$ cat src/rtl/sdh_shim_pkg.sv
package sdh_shim_pkg;

   // access size encoding shared by both ports
   localparam logic [1:0] SZ_BYTE = 2'd0;
   localparam logic [1:0] SZ_HALF = 2'd1;
   localparam logic [1:0] SZ_WORD = 2'd2;

   // controller register offsets the workarounds decode
   localparam logic [7:0] OFS_XMODE = 8'h0C;
   localparam logic [7:0] OFS_CMD   = 8'h0E;
   localparam logic [7:0] OFS_GAP   = 8'h2A;
   localparam logic [7:0] OFS_IEN   = 8'h34;
   localparam logic [7:0] OFS_SIGEN = 8'h38;
   localparam logic [7:0] OFS_VER   = 8'hFE;

   // bit positions inside the FIX_EN parameter
   localparam int FIX_FUSE    = 0;
   localparam int FIX_VER     = 1;
   localparam int FIX_SIGMASK = 2;
   localparam int FIX_GAP     = 3;

   typedef enum logic [1:0] {
      ACT_FWD    = 2'd0,
      ACT_ABSORB = 2'd1,
      ACT_CONST  = 2'd2
   } act_e;

   typedef enum logic [2:0] {
      ST_IDLE   = 3'd0,
      ST_MAIN   = 3'd1,
      ST_GAP_RD = 3'd2,
      ST_GAP_WR = 3'd3,
      ST_RESP   = 3'd4
   } seq_state_e;

endpackage

$ cat src/rtl/sdh_shim_shadow.sv
module sdh_shim_shadow #(
   parameter int SH_W = 16
) (
   input  logic            clk,
   input  logic            rst_n,
   input  logic            load,
   input  logic [SH_W-1:0] din,
   output logic [SH_W-1:0] q
);

   always_ff @(posedge clk or negedge rst_n) begin
      if (!rst_n) begin
         q <= '0;
      end else if (load) begin
         q <= din;
      end
   end

endmodule

$ cat src/rtl/sdh_shim_xlate.sv
module sdh_shim_xlate
   import sdh_shim_pkg::*;
#(
   parameter int          ADDR_W        = 8,
   parameter int          DATA_W        = 32,
   parameter int          SH_W          = 16,
   parameter logic [3:0]  FIX_EN        = 4'b1111,
   parameter logic [31:0] SIG_DROP_MASK = 32'h0003_0000
) (
   input  logic              we,
   input  logic [1:0]        size,
   input  logic [ADDR_W-1:0] addr,
   input  logic [DATA_W-1:0] wdata,
   input  logic [SH_W-1:0]   shadow,
   output act_e              act,
   output logic [1:0]        fwd_size,
   output logic [ADDR_W-1:0] fwd_addr,
   output logic [DATA_W-1:0] fwd_wdata,
   output logic              gap_follow,
   output logic              shadow_hit
);

   localparam logic [ADDR_W-1:0] A_XMODE = ADDR_W'(OFS_XMODE);
   localparam logic [ADDR_W-1:0] A_CMD   = ADDR_W'(OFS_CMD);
   localparam logic [ADDR_W-1:0] A_IEN   = ADDR_W'(OFS_IEN);
   localparam logic [ADDR_W-1:0] A_SIGEN = ADDR_W'(OFS_SIGEN);
   localparam logic [ADDR_W-1:0] A_VER   = ADDR_W'(OFS_VER);
   localparam logic [DATA_W-1:0] DROP    = DATA_W'(SIG_DROP_MASK);

   logic half_wr, half_rd, word_wr;
   logic hit_absorb, hit_fuse, hit_ver, hit_sig, hit_ien;

   assign half_wr = we  && (size == SZ_HALF);
   assign half_rd = !we && (size == SZ_HALF);
   assign word_wr = we  && (size == SZ_WORD);

   generate
      if (FIX_EN[FIX_FUSE]) begin : g_fuse
         assign hit_absorb = half_wr && (addr == A_XMODE);
         assign hit_fuse   = half_wr && (addr == A_CMD);
      end else begin : g_no_fuse
         assign hit_absorb = 1'b0;
         assign hit_fuse   = 1'b0;
      end

      if (FIX_EN[FIX_VER]) begin : g_ver
         assign hit_ver = half_rd && (addr == A_VER);
      end else begin : g_no_ver
         assign hit_ver = 1'b0;
      end

      if (FIX_EN[FIX_SIGMASK]) begin : g_sig
         assign hit_sig = word_wr && (addr == A_SIGEN);
      end else begin : g_no_sig
         assign hit_sig = 1'b0;
      end

      if (FIX_EN[FIX_GAP]) begin : g_gap
         assign hit_ien = word_wr && (addr == A_IEN);
      end else begin : g_no_gap
         assign hit_ien = 1'b0;
      end
   endgenerate

   assign shadow_hit = hit_absorb;
   assign gap_follow = hit_ien;

   always_comb begin
      act       = ACT_FWD;
      fwd_size  = size;
      fwd_addr  = addr;
      fwd_wdata = wdata;
      if (hit_absorb) begin
         act = ACT_ABSORB;
      end else if (hit_ver) begin
         act = ACT_CONST;
      end else if (hit_fuse) begin
         fwd_size  = SZ_WORD;
         fwd_addr  = A_XMODE;
         fwd_wdata = DATA_W'({wdata[SH_W-1:0], shadow});
      end else if (hit_sig) begin
         fwd_wdata = wdata & ~DROP;
      end
   end

endmodule

$ cat src/rtl/sdh_shim_seq.sv
module sdh_shim_seq
   import sdh_shim_pkg::*;
#(
   parameter int          ADDR_W      = 8,
   parameter int          DATA_W      = 32,
   parameter int          GAP_DET_BIT = 3,
   parameter logic [15:0] VER_CODE    = 16'h0001
) (
   input  logic              clk,
   input  logic              rst_n,
   input  logic              up_valid,
   input  logic              up_we,
   input  logic              card_in,
   input  act_e              act,
   input  logic [1:0]        fwd_size,
   input  logic [ADDR_W-1:0] fwd_addr,
   input  logic [DATA_W-1:0] fwd_wdata,
   input  logic              gap_follow,
   output logic              accept,
   output logic              up_ready,
   output logic [DATA_W-1:0] up_rdata,
   output logic              dn_valid,
   input  logic              dn_ready,
   output logic              dn_we,
   output logic [1:0]        dn_size,
   output logic [ADDR_W-1:0] dn_addr,
   output logic [DATA_W-1:0] dn_wdata,
   input  logic [DATA_W-1:0] dn_rdata
);

   localparam logic [ADDR_W-1:0] A_GAP = ADDR_W'(OFS_GAP);

   seq_state_e        state;
   logic              q_we;
   logic [1:0]        q_size;
   logic [ADDR_W-1:0] q_addr;
   logic [DATA_W-1:0] q_wdata;
   logic              q_gap;
   logic              q_card;
   logic [7:0]        gap_q;
   logic [DATA_W-1:0] rdata_q;
   logic              hs;
   logic [7:0]        gap_next;

   assign accept   = (state == ST_IDLE) && up_valid;
   assign hs       = dn_valid && dn_ready;
   assign up_ready = (state == ST_RESP);
   assign up_rdata = rdata_q;

   always_comb begin
      gap_next              = dn_rdata[7:0];
      gap_next[GAP_DET_BIT] = q_card;
   end

   always_ff @(posedge clk or negedge rst_n) begin
      if (!rst_n) begin
         state   <= ST_IDLE;
         q_we    <= 1'b0;
         q_size  <= SZ_BYTE;
         q_addr  <= '0;
         q_wdata <= '0;
         q_gap   <= 1'b0;
         q_card  <= 1'b0;
         gap_q   <= '0;
         rdata_q <= '0;
      end else begin
         unique case (state)
            ST_IDLE: begin
               if (up_valid) begin
                  q_we    <= up_we;
                  q_size  <= fwd_size;
                  q_addr  <= fwd_addr;
                  q_wdata <= fwd_wdata;
                  q_gap   <= gap_follow;
                  q_card  <= card_in;
                  rdata_q <= (act == ACT_CONST) ? DATA_W'(VER_CODE) : '0;
                  state   <= (act == ACT_FWD) ? ST_MAIN : ST_RESP;
               end
            end
            ST_MAIN: begin
               if (hs) begin
                  rdata_q <= dn_rdata;
                  state   <= q_gap ? ST_GAP_RD : ST_RESP;
               end
            end
            ST_GAP_RD: begin
               if (hs) begin
                  gap_q <= gap_next;
                  state <= ST_GAP_WR;
               end
            end
            ST_GAP_WR: begin
               if (hs) begin
                  state <= ST_RESP;
               end
            end
            default: begin
               state <= ST_IDLE;
            end
         endcase
      end
   end

   always_comb begin
      dn_valid = 1'b0;
      dn_we    = q_we;
      dn_size  = q_size;
      dn_addr  = q_addr;
      dn_wdata = q_wdata;
      case (state)
         ST_MAIN: begin
            dn_valid = 1'b1;
         end
         ST_GAP_RD: begin
            dn_valid = 1'b1;
            dn_we    = 1'b0;
            dn_size  = SZ_BYTE;
            dn_addr  = A_GAP;
            dn_wdata = '0;
         end
         ST_GAP_WR: begin
            dn_valid = 1'b1;
            dn_we    = 1'b1;
            dn_size  = SZ_BYTE;
            dn_addr  = A_GAP;
            dn_wdata = DATA_W'(gap_q);
         end
         default: begin
            dn_valid = 1'b0;
         end
      endcase
   end


   ack_pulse_chk: assert property (@(posedge clk) disable iff (!rst_n)
      up_ready |=> !up_ready);


   dn_hold_chk: assert property (@(posedge clk) disable iff (!rst_n)
      (dn_valid && !dn_ready) |=> (dn_valid && $stable(dn_we) && $stable(dn_size)
                                   && $stable(dn_addr) && $stable(dn_wdata)));


   no_dn_while_ack_chk: assert property (@(posedge clk) disable iff (!rst_n)
      up_ready |-> !dn_valid);

endmodule

$ cat src/rtl/sdh_access_shim.sv
module sdh_access_shim
   import sdh_shim_pkg::*;
#(
   parameter int          ADDR_W        = 8,
   parameter int          DATA_W        = 32,
   parameter logic [3:0]  FIX_EN        = 4'b1111,
   parameter logic [15:0] VER_CODE      = 16'h0001,
   parameter logic [31:0] SIG_DROP_MASK = 32'h0003_0000,
   parameter int          CARD_IRQ_BIT  = 8,
   parameter int          GAP_DET_BIT   = 3
) (
   input  logic              clk,
   input  logic              rst_n,
   input  logic              up_valid,
   input  logic              up_we,
   input  logic [1:0]        up_size,
   input  logic [ADDR_W-1:0] up_addr,
   input  logic [DATA_W-1:0] up_wdata,
   output logic              up_ready,
   output logic [DATA_W-1:0] up_rdata,
   output logic              dn_valid,
   input  logic              dn_ready,
   output logic              dn_we,
   output logic [1:0]        dn_size,
   output logic [ADDR_W-1:0] dn_addr,
   output logic [DATA_W-1:0] dn_wdata,
   input  logic [DATA_W-1:0] dn_rdata
);

   localparam int SH_W = DATA_W / 2;
   localparam logic [ADDR_W-1:0] A_XMODE = ADDR_W'(OFS_XMODE);
   localparam logic [ADDR_W-1:0] A_SIGEN = ADDR_W'(OFS_SIGEN);
   localparam logic [ADDR_W-1:0] A_VER   = ADDR_W'(OFS_VER);
   localparam logic [DATA_W-1:0] DROP    = DATA_W'(SIG_DROP_MASK);

   generate
      if (DATA_W != 32) begin : g_bad_data_w
         $error("sdh_access_shim: DATA_W must be 32 for the joined write layout");
      end
      if (ADDR_W < 8) begin : g_bad_addr_w
         $error("sdh_access_shim: ADDR_W must reach offset 0xFE");
      end
      if (GAP_DET_BIT > 7) begin : g_bad_gap_bit
         $error("sdh_access_shim: GAP_DET_BIT must lie in the control byte");
      end
      if (CARD_IRQ_BIT >= DATA_W) begin : g_bad_card_bit
         $error("sdh_access_shim: CARD_IRQ_BIT outside the data word");
      end
   endgenerate

   act_e              act;
   logic [1:0]        fwd_size;
   logic [ADDR_W-1:0] fwd_addr;
   logic [DATA_W-1:0] fwd_wdata;
   logic              gap_follow;
   logic              shadow_hit;
   logic              accept;
   logic [SH_W-1:0]   shadow_q;

   sdh_shim_shadow #(.SH_W(SH_W)) u_shadow (
      .clk   (clk),
      .rst_n (rst_n),
      .load  (accept && shadow_hit),
      .din   (up_wdata[SH_W-1:0]),
      .q     (shadow_q)
   );

   sdh_shim_xlate #(
      .ADDR_W        (ADDR_W),
      .DATA_W        (DATA_W),
      .SH_W          (SH_W),
      .FIX_EN        (FIX_EN),
      .SIG_DROP_MASK (SIG_DROP_MASK)
   ) u_xlate (
      .we         (up_we),
      .size       (up_size),
      .addr       (up_addr),
      .wdata      (up_wdata),
      .shadow     (shadow_q),
      .act        (act),
      .fwd_size   (fwd_size),
      .fwd_addr   (fwd_addr),
      .fwd_wdata  (fwd_wdata),
      .gap_follow (gap_follow),
      .shadow_hit (shadow_hit)
   );

   sdh_shim_seq #(
      .ADDR_W      (ADDR_W),
      .DATA_W      (DATA_W),
      .GAP_DET_BIT (GAP_DET_BIT),
      .VER_CODE    (VER_CODE)
   ) u_seq (
      .clk        (clk),
      .rst_n      (rst_n),
      .up_valid   (up_valid),
      .up_we      (up_we),
      .card_in    (up_wdata[CARD_IRQ_BIT]),
      .act        (act),
      .fwd_size   (fwd_size),
      .fwd_addr   (fwd_addr),
      .fwd_wdata  (fwd_wdata),
      .gap_follow (gap_follow),
      .accept     (accept),
      .up_ready   (up_ready),
      .up_rdata   (up_rdata),
      .dn_valid   (dn_valid),
      .dn_ready   (dn_ready),
      .dn_we      (dn_we),
      .dn_size    (dn_size),
      .dn_addr    (dn_addr),
      .dn_wdata   (dn_wdata),
      .dn_rdata   (dn_rdata)
   );

   generate
      if (FIX_EN[FIX_FUSE]) begin : g_fuse_chk

         xmode_half_absent_chk: assert property (@(posedge clk) disable iff (!rst_n)
            (dn_valid && dn_we) |-> !((dn_size == SZ_HALF) && (dn_addr == A_XMODE)));
      end
      if (FIX_EN[FIX_SIGMASK]) begin : g_sig_chk

         sig_bits_dropped_chk: assert property (@(posedge clk) disable iff (!rst_n)
            (dn_valid && dn_we && (dn_size == SZ_WORD) && (dn_addr == A_SIGEN))
               |-> ((dn_wdata & DROP) == '0));
      end
      if (FIX_EN[FIX_VER]) begin : g_ver_chk

         ver_read_absent_chk: assert property (@(posedge clk) disable iff (!rst_n)
            dn_valid |-> !(!dn_we && (dn_size == SZ_HALF) && (dn_addr == A_VER)));
      end
   endgenerate

endmodule

$ cat config.mk
export PLATFORM = sky130hd
export DESIGN_NAME = sdh_access_shim
export DESIGN_NICKNAME = d
export VERILOG_FILES = /design/src/rtl/sdh_shim_pkg.sv /design/src/rtl/sdh_shim_shadow.sv /design/src/rtl/sdh_shim_xlate.sv /design/src/rtl/sdh_shim_seq.sv /design/src/rtl/sdh_access_shim.sv
export SDC_FILE = /design/constraint.sdc
export NUM_CORES = 1
export LEC_CHECK = 0
export ABC_AREA = 1
export ABC_CLOCK_PERIOD_IN_PS = 1800
export CORE_UTILIZATION = 40
export CTS_CLUSTER_DIAMETER = 30
export DETAILED_ROUTE_END_ITERATION = 16
export DONT_BUFFER_PORTS = 1
export SETUP_SLACK_MARGIN = 0.02
export SYNTH_ARGS = -nofsm -noshare
export SYNTH_HDL_FRONTEND = slang
export SYNTH_SLANG_ARGS = --single-unit
$ cat constraint.sdc
create_clock -name clk -period 1.8 [get_ports clk]
set_input_delay 0.45 -clock clk [delete_from_list [all_inputs] [get_ports clk]]
set_output_delay 0.45 -clock clk [all_outputs]
set_load 0.02 [all_outputs]
* After elaboration in Yosys (flattened, before gate mapping)
Cells that the tools add are included.
** Word-level totals
- Logic and storage cells :: 75
- Bits in registers :: 104
- Bits of input ports :: 79
** Cells by class
- Reduce and logical (&&, ||, !) cells :: 21
- Equal/unequal tests :: 16
- Multiplexer cells :: 28
** Operator list (number)
- $mux W32 :: 5
- $pmux W32 S2 :: 2
- $mux W8 :: 4
- $mux W18 :: 1
- $mux W3 :: 6
- $eq A8 B4 Y1 const B :: 2
- $eq A8 B6 Y1 const B :: 2
- $mux W2 :: 6
- $pmux W3 S4 :: 1
- $logic_and A1 B1 Y1 :: 11
- $eq A8 B8 Y1 const B :: 1
- $eq A3 B2 Y1 const B :: 2
- $ne A2 B1 Y1 const B :: 3
- $eq A2 B2 Y1 const B :: 2
- $reduce_and A2 Y1 :: 2
- $reduce_and A4 Y1 :: 1
- $eq A3 B1 Y1 const B :: 1
- $eq A3 B3 Y1 const B :: 1
- $logic_not A3 Y1 :: 1
- $reduce_and A3 Y1 :: 1
- $reduce_or A3 Y1 :: 1
- $eq A2 B1 Y1 const B :: 1
- $logic_not A2 Y1 :: 1
- $mux W1 :: 2
- 5 further kinds :: 5

* Longest topological paths before layout
Gate-level depths: netlist of the first run.
- Word-level depth :: 9
- Mapped depth :: 10
- Depth with buffers taken out :: 9

* Modules after synthesis
A second synthesis of the first run with hierarchy kept.
** Second synthesis, totals
- Cell total of the unflattened synthesis :: 692
- Area total of the unflattened synthesis :: 5243.8 µm²
** By module, submodules not included
- sdh_shim_seq :: seq. area each 2202.1 µm², cells an instance 471, area each 3828.7 µm², instances 1
- sdh_shim_xlate :: seq. area each 0.0 µm², cells an instance 151, area each 763.2 µm², instances 1
- sdh_shim_shadow :: seq. area each 400.4 µm², cells an instance 68, area each 644.4 µm², instances 1
- sdh_access_shim :: seq. area each 0.0 µm², cells an instance 2, area each 7.5 µm², instances 1

* Least setup slack after synthesis of the first run
Ideal clock, no wire load.
- Kind :: register -> output
- Start :: register u_seq.state[2]
- End :: output dn_wdata[0]
- Cell stages (with the launch flop) :: 5
- Buffers on the path :: 1
- Data arrival time :: 1.280 ns
- Path slack :: 0.070 ns
- Cells stage by stage :: dfrtp_1 -> buf_4 -> inv_1 -> nand3_1 -> o21ai_0
** Between the ends
- Word-level cells in the longest chain between the ends :: 2
** Ends and longest elaborated chain
- start, declared :: line sdh_shim_seq.sv:33 : seq_state_e state;
- start signal, assigned :: line sdh_shim_seq.sv:77 : state <= (act == ACT_FWD) ? ST_MAIN : ST_RESP;
- start signal, assigned :: line sdh_shim_seq.sv:83 : state <= q_gap ? ST_GAP_RD : ST_RESP;
- $eq A3 B2 Y1 :: line sdh_shim_seq.sv:110 : case (state)
- $pmux W32 S2 (*) :: line sdh_shim_seq.sv:110
- end, declared :: line sdh_access_shim.sv:26 : output logic [DATA_W-1:0] dn_wdata,
Mark *: on every way between the ends. The rest lies on a longest branch, timed or not.

* Worst setup path after layout of the first run
- Start :: register u_seq.state[2]
- End :: output dn_wdata[30]
The elaborated chain is that of the path after synthesis.

==> out/results.ini, run 1 <==
[run_status]
status = finished with violations
violations = hold timing, setup timing

[cells_and_area]
nets = 805
diodes = 0
layout_commonest_cell = nand2_1
drive_above_1_share_pct = 19.73
layout_common_cells = nand2_1, dfrtp_1, inv_1
area_growth_syn_to_layout_pct = 24.77

[route]
vias = 4308
viasPerCell = 4.797
wire_per_inst_microns = 14.82
dr.pass1.iters = 4
wl_microns = 13310
drtIter0Drc = 226
drc = 0
antenna_left = 0

[floorplanning]
fp.dieH_microns = 115.2
initial_core_util_pct = 41.78
dieArea_sq_um = 13260
fp.dieW_microns = 115.2
ios = 156
coreArea_sq_um = 12260
row_count = 40

[setup_path]
critPathMaxFanout = 8
endpoint = dn_wdata[30]
crit_type = reg -> out
reg2reg_to = u_shadow.q[11]$_DFFE_PN0P_
r2r_cells = 10
crit_arrival_ns = 1.49
crit_path_cell_trace = nor2_4 -> buf_6 -> clkbuf_16 -> nor2_2 -> buf_6
r2r-start = u_seq.state[1]$_DFFE_PN0P_
r2r_slack_ns = 0.07
cp-startpoint = u_seq.state[2]$_DFFE_PN0P_
crit_path_end_kind = output pin
critPathLaunchType = flop
required_ns = 1.35
critPathMaxStageDelay_ns = 0.44
critical-path-slowest-cell = dfrtp_2
cpMostUsedCell = buf_6

[timing]
finalMaxSlewViolations = 0
fin_tns_setup_ns = -4.787
finalClockSkew_ns = 0.007776
finalWorstSetupSlack_ns = -0.1374
finalSetupViolations = 43
finalCritPeriodShare_pct = 107.6
hold_viol_final = 104
worstMarginPinSlew_ns = 0.5245
grt_setup_unrepaired = true
hold_slack_ns = -0.2141
maxSlewHeadroom_pct = 64.90
max_freq_mhz = 516.1
fin_crit_ns = 1.937

[placed_design]
gp_congestion = 0.7632
port_buffers = 0
place.detailed.hpwl_microns = 8485

[global_route]
grt_pass1_wl_microns = 20090
antenna_found_initial = 0
grt_overflow = 0
grt_max_degree = 105
first_global_vias = 4124
grt.total_usage_pct = 20.12

[synthesis]
ys_seq_area_share_pct = 50.81
ys_types = 29
yosys_warnings = 0
syn_area_sq_um = 5122
ys_async_sr_fraction_pct = 100.0
ys_ff_latch = 104
synth.net_count = 754
synth_edf_count = 0
synthFlopType = dfrtp_1
avgSynthCellArea_sq_um = 7.589
synthCells = 675

[cts]
cts_inserted_buffers = 9
cts-root-buf = clkbuf_16
cts_sinks = 104
clock_path_buffers = 2
cts_max_level = 3
clkTransAtPathRegs_ns = 0.07
cts_tree = yes
clkLatencyLatePin_ns = 0.36

[pwr]
powerDensity_nw_per_um2 = 1862
p_total_mw = 11.90
leakagePower_nw = 3.381
peakVddDrop_mv = 0.8302

[min_path]
hold_path.class = in -> async

[job]
cap_violations = 0

cell families (layout without fill, tap and decap cells):
kind of cell	after synthesis	after routing	synth area share, %
AOI/OAI and AO/OA	73	74	8.354
buffers and inverters	116	170	11.02
DFF	104	104	50.81
and+or+nand+nor	382	382	29.82
cells in the mapped netlist (2+ instances only):
| library cell | count | area, sq um |
|---|---|---|
| a21oi_1 | 4 | 20.02 |
| buf_2 | 6 | 30.03 |
| buf_4 | 4 | 30.03 |
| buf_6 | 12 | 135.1 |
| clkbuf_1 | 6 | 22.52 |
| dfrtp_1 | 104 | 2603 |
| inv_1 | 81 | 304.0 |
| inv_2 | 3 | 11.26 |
| inv_4 | 2 | 12.51 |
| nand2_1 | 303 | 1137 |
| nand3_1 | 11 | 55.05 |
| nor2_1 | 54 | 202.7 |
| nor2_2 | 3 | 18.77 |
| nor2_8 | 2 | 40.04 |
| nor3_1 | 2 | 10.01 |
| o21ai_0 | 46 | 230.2 |
| o21ai_1 | 8 | 40.04 |
| o21ai_2 | 13 | 113.9 |
cell type report:
cell class,instances,area [sq um]
fill,1184,5871
sequential,104,2606
multi-input combinational,456,2161
timing repair buffer,68,758.2
inverter,87,351.6
clock buffer,12,236.5
tap,168,210.2
clock inverter,3,67.56
layer usage:
layer,wire [microns],GRT usage (%)
met5,0,0
met4,293,7.619
met3,1099,7.644
met2,6279,32.77
met1,5636,24.17
how the worst min path moves through the flow:
stage / to / start
2_1_floorplan: u_seq.gap_q[0]$_DFFE_PN0P_ / rst_n
3_3_place_gp: u_seq.up_rdata[8]$_DFFE_PN0P_ / rst_n
3_5_place_dp: u_seq.up_rdata[9]$_DFFE_PN0P_ / rst_n
4_1_cts: u_shadow.q[5]$_DFFE_PN0P_ / rst_n
5_1_grt: u_seq.up_rdata[9]$_DFFE_PN0P_ / rst_n
6_report: u_seq.up_rdata[4]$_DFFE_PN0P_ / rst_n
worst max-delay path: cells and delay by family, from the launching register on:
| family | cells | cell delay (ns) |
|---|---|---|
| buf+inv | 3 | 0.45 |
| flops | 1 | 0.44 |
| simple gates | 2 | 0.23 |
registers in the layout, summed over array words and instances (netlist names):
register and cells:
u_seq.q_card 1, u_seq.q_wdata 32, u_seq.q_size 2, u_seq.q_addr 8
u_seq.state 3, u_seq.q_we 1, u_seq.q_gap 1, u_seq.gap_q 8
u_seq.up_rdata 32, u_shadow.q 16
through the flow:
step	area, sq um	util, %	cells	setup WS, ns	hold slack [ns]
CTS	6155	50.19	891	-0.1041	-0.2315
finish	6391	52.12	898	-0.1374	-0.2141
global placement	5535	45.14	867	0.1246	0.1569
global route	6391	52.12	898	-0.1822	-0.2396
detailed placement	5535	45.14	867	0.04336	0.1567
floorplan	5122	-	675	0.06966	0.1544
what timing repair did:
item                                   4_1_cts  5_1_grt
endpoints found under the hold margin      104      104
setup endpoints to repair                   44      101
pin swaps                                    3        9
gates cloned                                 2        2
setup buffers                                8        5
gates resized for setup                     56       58
power by group:
part | switching (mW) | total, mW | internal, mW
Clock | 0.856 | 2.07 | 1.21
Combinational | 3.39 | 5.81 | 2.42
Sequential | 0.821 | 4.02 | 3.20
(Power assumes the default switching activity.)
==> run 2: changes to the inputs <==
--- a/config.mk
+++ b/config.mk
@@ -6,7 +6,7 @@
 export NUM_CORES = 1
 export LEC_CHECK = 0
 export ABC_AREA = 1
-export ABC_CLOCK_PERIOD_IN_PS = 1800
+export ABC_CLOCK_PERIOD_IN_PS = 2400
 export CORE_UTILIZATION = 40
 export CTS_CLUSTER_DIAMETER = 30
 export DETAILED_ROUTE_END_ITERATION = 16
==> constraint.sdc (replaced) <==
create_clock -name clk -period 2.4 [get_ports clk]
set_input_delay 0.6 -clock clk [delete_from_list [all_inputs] [get_ports clk]]
set_output_delay 0.6 -clock clk [all_outputs]
set_load 0.02 [all_outputs]
==> run 2 against run 1 <==
The flow finishes with violations (hold timing). Utilization decreased by 5.4 points. Highest routed layer unchanged. Critical path depth unchanged. Largest power group unchanged. Clock skew decreased by 0.0022 ns. Sequential share of layout area increased by 4.7 points. Critical path type unchanged.
==> out/results.ini, run 2 (synthesis results as in run 1) <==
[floorplanning]
dieArea_sq_um = 13260  ; unchanged
ios = 156  ; unchanged
row_count = 40  ; unchanged
coreArea_sq_um = 12260  ; unchanged
initial_core_util_pct = 41.78  ; unchanged
fp.dieW_microns = 115.2  ; unchanged
fp.dieH_microns = 115.2  ; unchanged

[pwr]
powerDensity_nw_per_um2 = 1319  ; was 1862 nW/um^2
power.internal_mw = 4.296  ; was 6.831 mW
peakVddDrop_mv = 0.6163  ; was 0.8302 mV
share_clk_of_total_power_pct = 18.5  ; was 17.4%
leakagePower_nw = 3.170  ; was 3.381 nW
comb_power_share_pct = 41.9  ; was 48.8%
power.switching_mw = 3.255  ; was 5.069 mW
p_seq_share_pct = 39.6  ; was 33.8%
swShare_pct = 43.11  ; was 42.60%

[cells_and_area]
fin_cells = 874  ; was 898
final_area_sq_um = 5727  ; was 6391 sq um
layout_commonest_cell = nand2_1  ; unchanged
layout_common_cells = nand2_1, dfrtp_1, inv_1  ; unchanged
nets = 782  ; was 805
drive_above_1_share_pct = 12.75  ; was 19.73%
diodes = 0  ; unchanged
area_growth_syn_to_layout_pct = 11.80  ; was 24.77%

[setup_path]
critPathMaxFanout = 22  ; was 8
required_ns = 1.80  ; was 1.35 ns
crit_arrival_ns = 1.67  ; was 1.49 ns
crit_path_end_kind = output pin  ; unchanged
crit_type = reg -> out  ; unchanged
critPathLaunchType = flop  ; unchanged
r2r_slack_ns = 0.59  ; was 0.07 ns

[timing]
finalClockSkew_ns = 0.005596  ; was 0.007776 ns
fin_crit_ns = 2.265
max_freq_mhz = 441.5
hold_slack_ns = -0.04923  ; was -0.2141 ns
finalSetupViolations = 0  ; was 43
worstMarginPinSlew_ns = 0.7674  ; was 0.5245 ns
maxSlewHeadroom_pct = 48.65  ; was 64.90%
finalMaxSlewViolations = 0  ; unchanged
finalCritPeriodShare_pct = 94.38
hold_viol_final = 104  ; unchanged
grt_setup_unrepaired = true  ; unchanged
fin_tns_setup_ns = 0  ; was -4.787 ns

[global_route]
grt_max_degree = 105  ; unchanged
grt_pass1_wl_microns = 19030  ; was 20090 microns
grt.total_usage_pct = 18.51  ; was 20.12%
first_global_vias = 3938  ; was 4124
grt_overflow = 0  ; unchanged
antenna_found_initial = 0  ; unchanged

[run_status]
status = finished with violations  ; unchanged
violations = hold timing  ; was hold timing, setup timing

[cts]
cts_inserted_buffers = 9  ; unchanged
clock_path_buffers = 2  ; unchanged
clkLatencyLatePin_ns = 0.34  ; was 0.36 ns
cts_max_level = 3  ; unchanged
post_cts_buffers = 0  ; was 8
cts-root-buf = clkbuf_16  ; unchanged
clkTransAtPathRegs_ns = 0.07  ; about the same
cts_sinks = 104  ; unchanged
cts_tree = yes  ; unchanged

[route]
drtIter0Drc = 159  ; was 226
antenna_left = 0  ; unchanged
viasPerCell = 4.656  ; was 4.797
wire_per_inst_microns = 13.51  ; was 14.82 microns
drc = 0  ; unchanged
vias = 4069  ; was 4308
dr.pass1.iters = 4  ; unchanged
wl_microns = 11810  ; was 13310 microns

[placed_design]
gp_congestion = 0.8278  ; was 0.7632
place.detailed.hpwl_microns = 8235  ; was 8485 microns
port_buffers = 0  ; unchanged
dpl.cell_count = 860  ; was 867
placed_area_sq_um = 5445  ; was 5535 sq um

[job]
cap_violations = 0  ; unchanged

[min_path]
hold_path.class = in -> async  ; unchanged

## run 2: power groups by stage
stage / Sequential (mW) / Clock, mW / Combinational, mW
3_3_place_gp: 3.00 / 0 / 3.14
3_5_place_dp: 3.02 / 0 / 3.20
2_1_floorplan: 2.92 / 0 / 2.34
4_1_cts: 2.99 / 1.45 / 3.22
5_1_grt: 3.08 / 1.52 / 3.55
6_report: 2.99 / 1.39 / 3.17
## run 2: routing by layer
layer	track usage, %	part of all wire, %	vias to the layer above
met2	30.04	45	123
met3	5.008	7.0	14
met1	23.24	46	1862
li1	-	-	2070
met4	7.965	2.0	0
met5	0	0	-
## run 2: per-stage QoR
stage | total power [mW] | setup slack [ns] | hold WS (ns) | utilization, %
2_1_floorplan | 5.267 | 0.5197 | 0.3044 | -
3_3_place_gp | 6.135 | 0.4539 | 0.3070 | 44.41
3_5_place_dp | 6.224 | 0.4491 | 0.3063 | 44.41
4_1_cts | 7.664 | 0.06451 | -0.06544 | 46.70
5_1_grt | 8.149 | 0.01423 | -0.07129 | 46.70
6_report | 7.552 | 0.1348 | -0.04923 | 46.70
## run 2: critical path, stage by stage, from the launching register on
cell and delay (ns):
dfrtp_1 0.47, inv_2 0.08, nor2_2 0.17, buf_4 0.33, nor2_1 0.09, buf_4 0.17
## run 2: cell type report
| type | count | area, sq um |
|---|---|---|
| Clock inverter | 2 | 15.01 |
| Inverter | 87 | 331.6 |
| Timing Repair Buffer | 46 | 345.3 |
| Clock buffer | 12 | 266.5 |
| Fill cell | 1252 | 6535 |
| Tap cell | 168 | 210.2 |
| Multi-Input combinational cell | 455 | 1956 |
| Sequential cell | 104 | 2603 |
## run 2: path summary, 6_finish.rpt
check | end | start | cells past startpoint
setup / recovery | dn_wdata[15] | u_seq.state[1]$_DFFE_PN0P_ | 5
hold / removal | u_seq.state[1]$_DFFE_PN0P_ | rst_n | 0
setup reg to reg | u_seq.q_gap$_DFFE_PN0P_ | u_seq.state[1]$_DFFE_PN0P_ | 7
hold reg to reg | u_seq.q_wdata[28]$_DFFE_PN0P_ | u_seq.q_wdata[28]$_DFFE_PN0P_ | 2
max in group asynchronous | u_seq.up_rdata[16]$_DFFE_PN0P_ | rst_n | 0
min in group clk | u_seq.up_rdata[22]$_DFFE_PN0P_ | dn_rdata[22] | 2
## run 2: what timing repair did
action	CTS	global route
endpoints found under the hold margin	104	104
resized for setup	0	2
setup endpoints to repair	0	2
==> run 3: changes to the inputs <==
--- a/config.mk
+++ b/config.mk
@@ -12,6 +12,8 @@
 export DETAILED_ROUTE_END_ITERATION = 16
 export DONT_BUFFER_PORTS = 1
 export SETUP_SLACK_MARGIN = 0.02
+export SKIP_LAST_GASP = 1
 export SYNTH_ARGS = -nofsm -noshare
 export SYNTH_HDL_FRONTEND = slang
+export SYNTH_HIERARCHICAL = 1
 export SYNTH_SLANG_ARGS = --single-unit
==> run 3 against run 2 <==
The run still ends with hold timing left. Register-to-register slack got worse by 0.04 ns. Global-route usage fell by 0.77 points. Via count is 0.61% lower. Power decreased by 16%. Clock power decreased by 8%. Area after synthesis is 2.4% higher. Clock skew fell by 0.0013 ns. Hold slack improved by 0.0015 ns. Critical path type unchanged. Critical endpoint is now dn_wdata[1]. Highest routed layer unchanged.
==> out/results.ini, run 3 <==
[cells_and_area]
layout_common_cells = nand2_1, dfrtp_1, inv_1  ; unchanged
seqCellArea_sq_um = 2603  ; unchanged
area_growth_syn_to_layout_pct = 4.939  ; was 11.80%
drive_above_1_share_pct = 9.199  ; was 12.75%
nets = 751  ; was 782
final_area_sq_um = 5503  ; was 5727 sq um
nFillCells = 1340  ; was 1252
fin_util_pct = 43.25  ; was 46.70%
diodes = 0  ; unchanged
multi_input_area_sq_um = 2004  ; was 1956 sq um
fin_cells = 846  ; was 874
layout_commonest_cell = nand2_1  ; unchanged

[placed_design]
port_buffers = 0  ; unchanged
gp_congestion = 0.8472  ; was 0.8278
dpl.cell_count = 832  ; was 860
placed_area_sq_um = 5253  ; was 5445 sq um
dp_slack_ns = 0.4034  ; was 0.4491 ns
place.detailed.hpwl_microns = 8332  ; was 8235 microns

[setup_path]
r2r_slack_ns = 0.55  ; was 0.59 ns
crit_arrival_ns = 1.64  ; was 1.67 ns
critical-path-slowest-cell = dfrtp_1  ; unchanged
reg2reg_to = u_shadow/q[2]$_DFFE_PN0P_  ; was u_seq.q_gap$_DFFE_PN0P_
r2r-start = u_seq/state[1]$_DFFE_PN0P_  ; was u_seq.state[1]$_DFFE_PN0P_
critPathMaxStageDelay_ns = 0.46  ; was 0.47 ns
required_ns = 1.80  ; about the same
crit_type = reg -> out  ; unchanged
crit_path_end_kind = output pin  ; unchanged
critPathMaxFanout = 10  ; was 22
r2r_cells = 8  ; was 7
cpMostUsedCell = nand2_1  ; was buf_4
crit_path_cell_trace = inv_1 -> nor2_4 -> buf_4 -> inv_2 -> nand2_1 -> nand2_1  ; was inv_2 -> nor2_2 -> buf_4 -> nor2_1 -> buf_4
critPathLaunchType = flop  ; unchanged

[timing]
max_freq_mhz = 446.5  ; was 441.5 MHz
hold_viol_final = 104  ; unchanged
finalWorstSetupSlack_ns = 0.1601  ; was 0.1348 ns
finalSetupViolations = 0  ; unchanged
finalMaxSlewViolations = 0  ; unchanged
finalClockSkew_ns = 0.004333  ; was 0.005596 ns
fin_tns_setup_ns = 0  ; unchanged
grt_setup_unrepaired = false  ; was true
fin_crit_ns = 2.240  ; was 2.265 ns
hold_slack_ns = -0.04773  ; was -0.04923 ns
worstMarginPinSlew_ns = 0.6436  ; was 0.7674 ns
finalCritPeriodShare_pct = 93.33  ; was 94.38%
maxSlewHeadroom_pct = 57.04  ; was 48.65%

[run_status]
violations = hold timing  ; unchanged
status = finished with violations  ; unchanged

[floorplanning]
dieArea_sq_um = 13570  ; was 13260 sq um
row_count = 41  ; was 40
fp.dieW_microns = 116.5  ; was 115.2 microns
fp.dieH_microns = 116.5  ; was 115.2 microns
initial_core_util_pct = 41.22  ; was 41.78%
ios = 156  ; unchanged
coreArea_sq_um = 12720  ; was 12260 sq um

[global_route]
grt.total_usage_pct = 17.74  ; was 18.51%
first_global_vias = 3752  ; was 3938
grt_max_degree = 105  ; unchanged
grt_pass1_wl_microns = 18360  ; was 19030 microns
antenna_found_initial = 0  ; unchanged
grt_overflow = 0  ; unchanged

[route]
dr_wl_met2_microns = 5369  ; was 5307 microns
drc = 0  ; unchanged
dr.pass1.iters = 4  ; unchanged
met1Wirelength_microns = 5153  ; was 5432 microns
drtIter0Drc = 225  ; was 159
wire_per_inst_microns = 13.85  ; was 13.51 microns
wl_microns = 11720  ; was 11810 microns
viasPerCell = 4.780  ; was 4.656
vias = 4044  ; was 4069
wl_met3_microns = 1065  ; was 830 microns
top_layer = met4  ; unchanged
antenna_left = 0  ; unchanged

[synthesis]
yosys.area.top_type_share_pct = 49.63  ; was 50.81%
ys_async_sr_fraction_pct = 100.0  ; unchanged
yosys_warnings = 6  ; was 0
synthTopCellsByCount = nand2_1, dfrtp_1, inv_1  ; unchanged
synthTopCellsByArea = dfrtp_1, nand2_1, inv_1, o21ai_2, nor2_1  ; was dfrtp_1, nand2_1, inv_1, o21ai_0, nor2_1
synthCells = 692  ; was 675
ys_seq_area_share_pct = 49.63  ; was 50.81%
avgSynthCellArea_sq_um = 7.578  ; was 7.589 sq um
syn_area_sq_um = 5244  ; was 5122 sq um
synthFlopType = dfrtp_1  ; unchanged
synth.net_count = 771  ; was 754
synth_edf_count = 0  ; unchanged
synth_top_cell_by_area = dfrtp_1  ; unchanged
ys_ff_latch = 104  ; unchanged
ys_types = 28  ; was 29
yosysMostFrequentCell = nand2_1  ; unchanged

[cts]
cts_tree = yes  ; unchanged
clkTransAtPathRegs_ns = 0.06  ; was 0.07 ns
cts_max_level = 3  ; unchanged
cts-resized-gates = 0  ; unchanged
cts-root-buf = clkbuf_16  ; unchanged
clkLatencyLatePin_ns = 0.34  ; about the same
clock_path_buffers = 2  ; unchanged
cts_inserted_buffers = 9  ; unchanged
cts_sinks = 104  ; unchanged

[pwr]
p_total_mw = 6.328  ; was 7.552 mW
peakVddDrop_mv = 0.4432  ; was 0.6163 mV
leakagePower_nw = 3.027  ; was 3.170 nW
powerDensity_nw_per_um2 = 1150  ; was 1319 nW/um^2

[job]
cap_violations = 0  ; unchanged

[min_path]
hold_path.class = in -> async  ; unchanged

==> run 3: kinds of logic after synthesis <==
logic type / synth area share, %
buffers and inverters: 12.24
DFF: 49.63
and+or+nand+nor: 29.92
AOI/OAI and AO/OA: 8.208
==> run 3: worst max path at each step <==
stage / start / endpoint / slack (ns) / cells after the start
2_1_floorplan: u_seq/state[0]$_DFFE_PN0P_ / up_ready / 0.57 / 3
3_3_place_gp: u_seq/state[1]$_DFFE_PN0P_ / dn_we / 0.44 / 5
3_5_place_dp: u_seq/state[1]$_DFFE_PN0P_ / dn_we / 0.40 / 5
4_1_cts: u_seq/state[1]$_DFFE_PN0P_ / dn_we / 0.02 / 5
5_1_grt: u_seq/state[1]$_DFFE_PN0P_ / dn_wdata[3] / 0.06 / 6
6_report: u_seq/state[1]$_DFFE_PN0P_ / dn_wdata[1] / 0.16 / 6
==> run 3: layout make-up <==
cell class / instances / share of cell area, %
clock buffer: 11 / 4.229
clock inverter: 2 / 0.1819
inverter: 92 / 6.367
multi-input combinational: 455 / 36.43
sequential: 104 / 47.29
tap: 172 / 3.911
timing repair buffer: 10 / 1.592
==> run 3: power breakdown <==
group | leakage, nW | total [mW] | internal, mW | switching, mW
logic | 1.55 | 2.11 | 0.529 | 1.58
clock network | 0.121 | 1.28 | 0.684 | 0.598
registers | 1.36 | 2.94 | 2.36 | 0.580
==> run 3: critical path: cells and delay by family (launching register included) <==
| family | cells | cell delay, ns |
|---|---|---|
| buffers and inverters | 3 | 0.40 |
| flip-flops | 1 | 0.46 |
| AND/OR/NAND/NOR | 3 | 0.44 |
==> run 3: layer usage <==
| layer | GRT usage (%) | vias to the layer above |
|---|---|---|
| met5 | 0 | - |
| met4 | 7.094 | 0 |
| met3 | 5.397 | 10 |
| met2 | 28.01 | 146 |
| met1 | 22.70 | 1866 |
| li1 | - | 2022 |
==> run 3: timing repair <==
action / in CTS / in global routing
endpoints found under the hold margin: 104 / 104
endpoints found under the setup margin: 0 / 26
setup buffers: 0 / 1
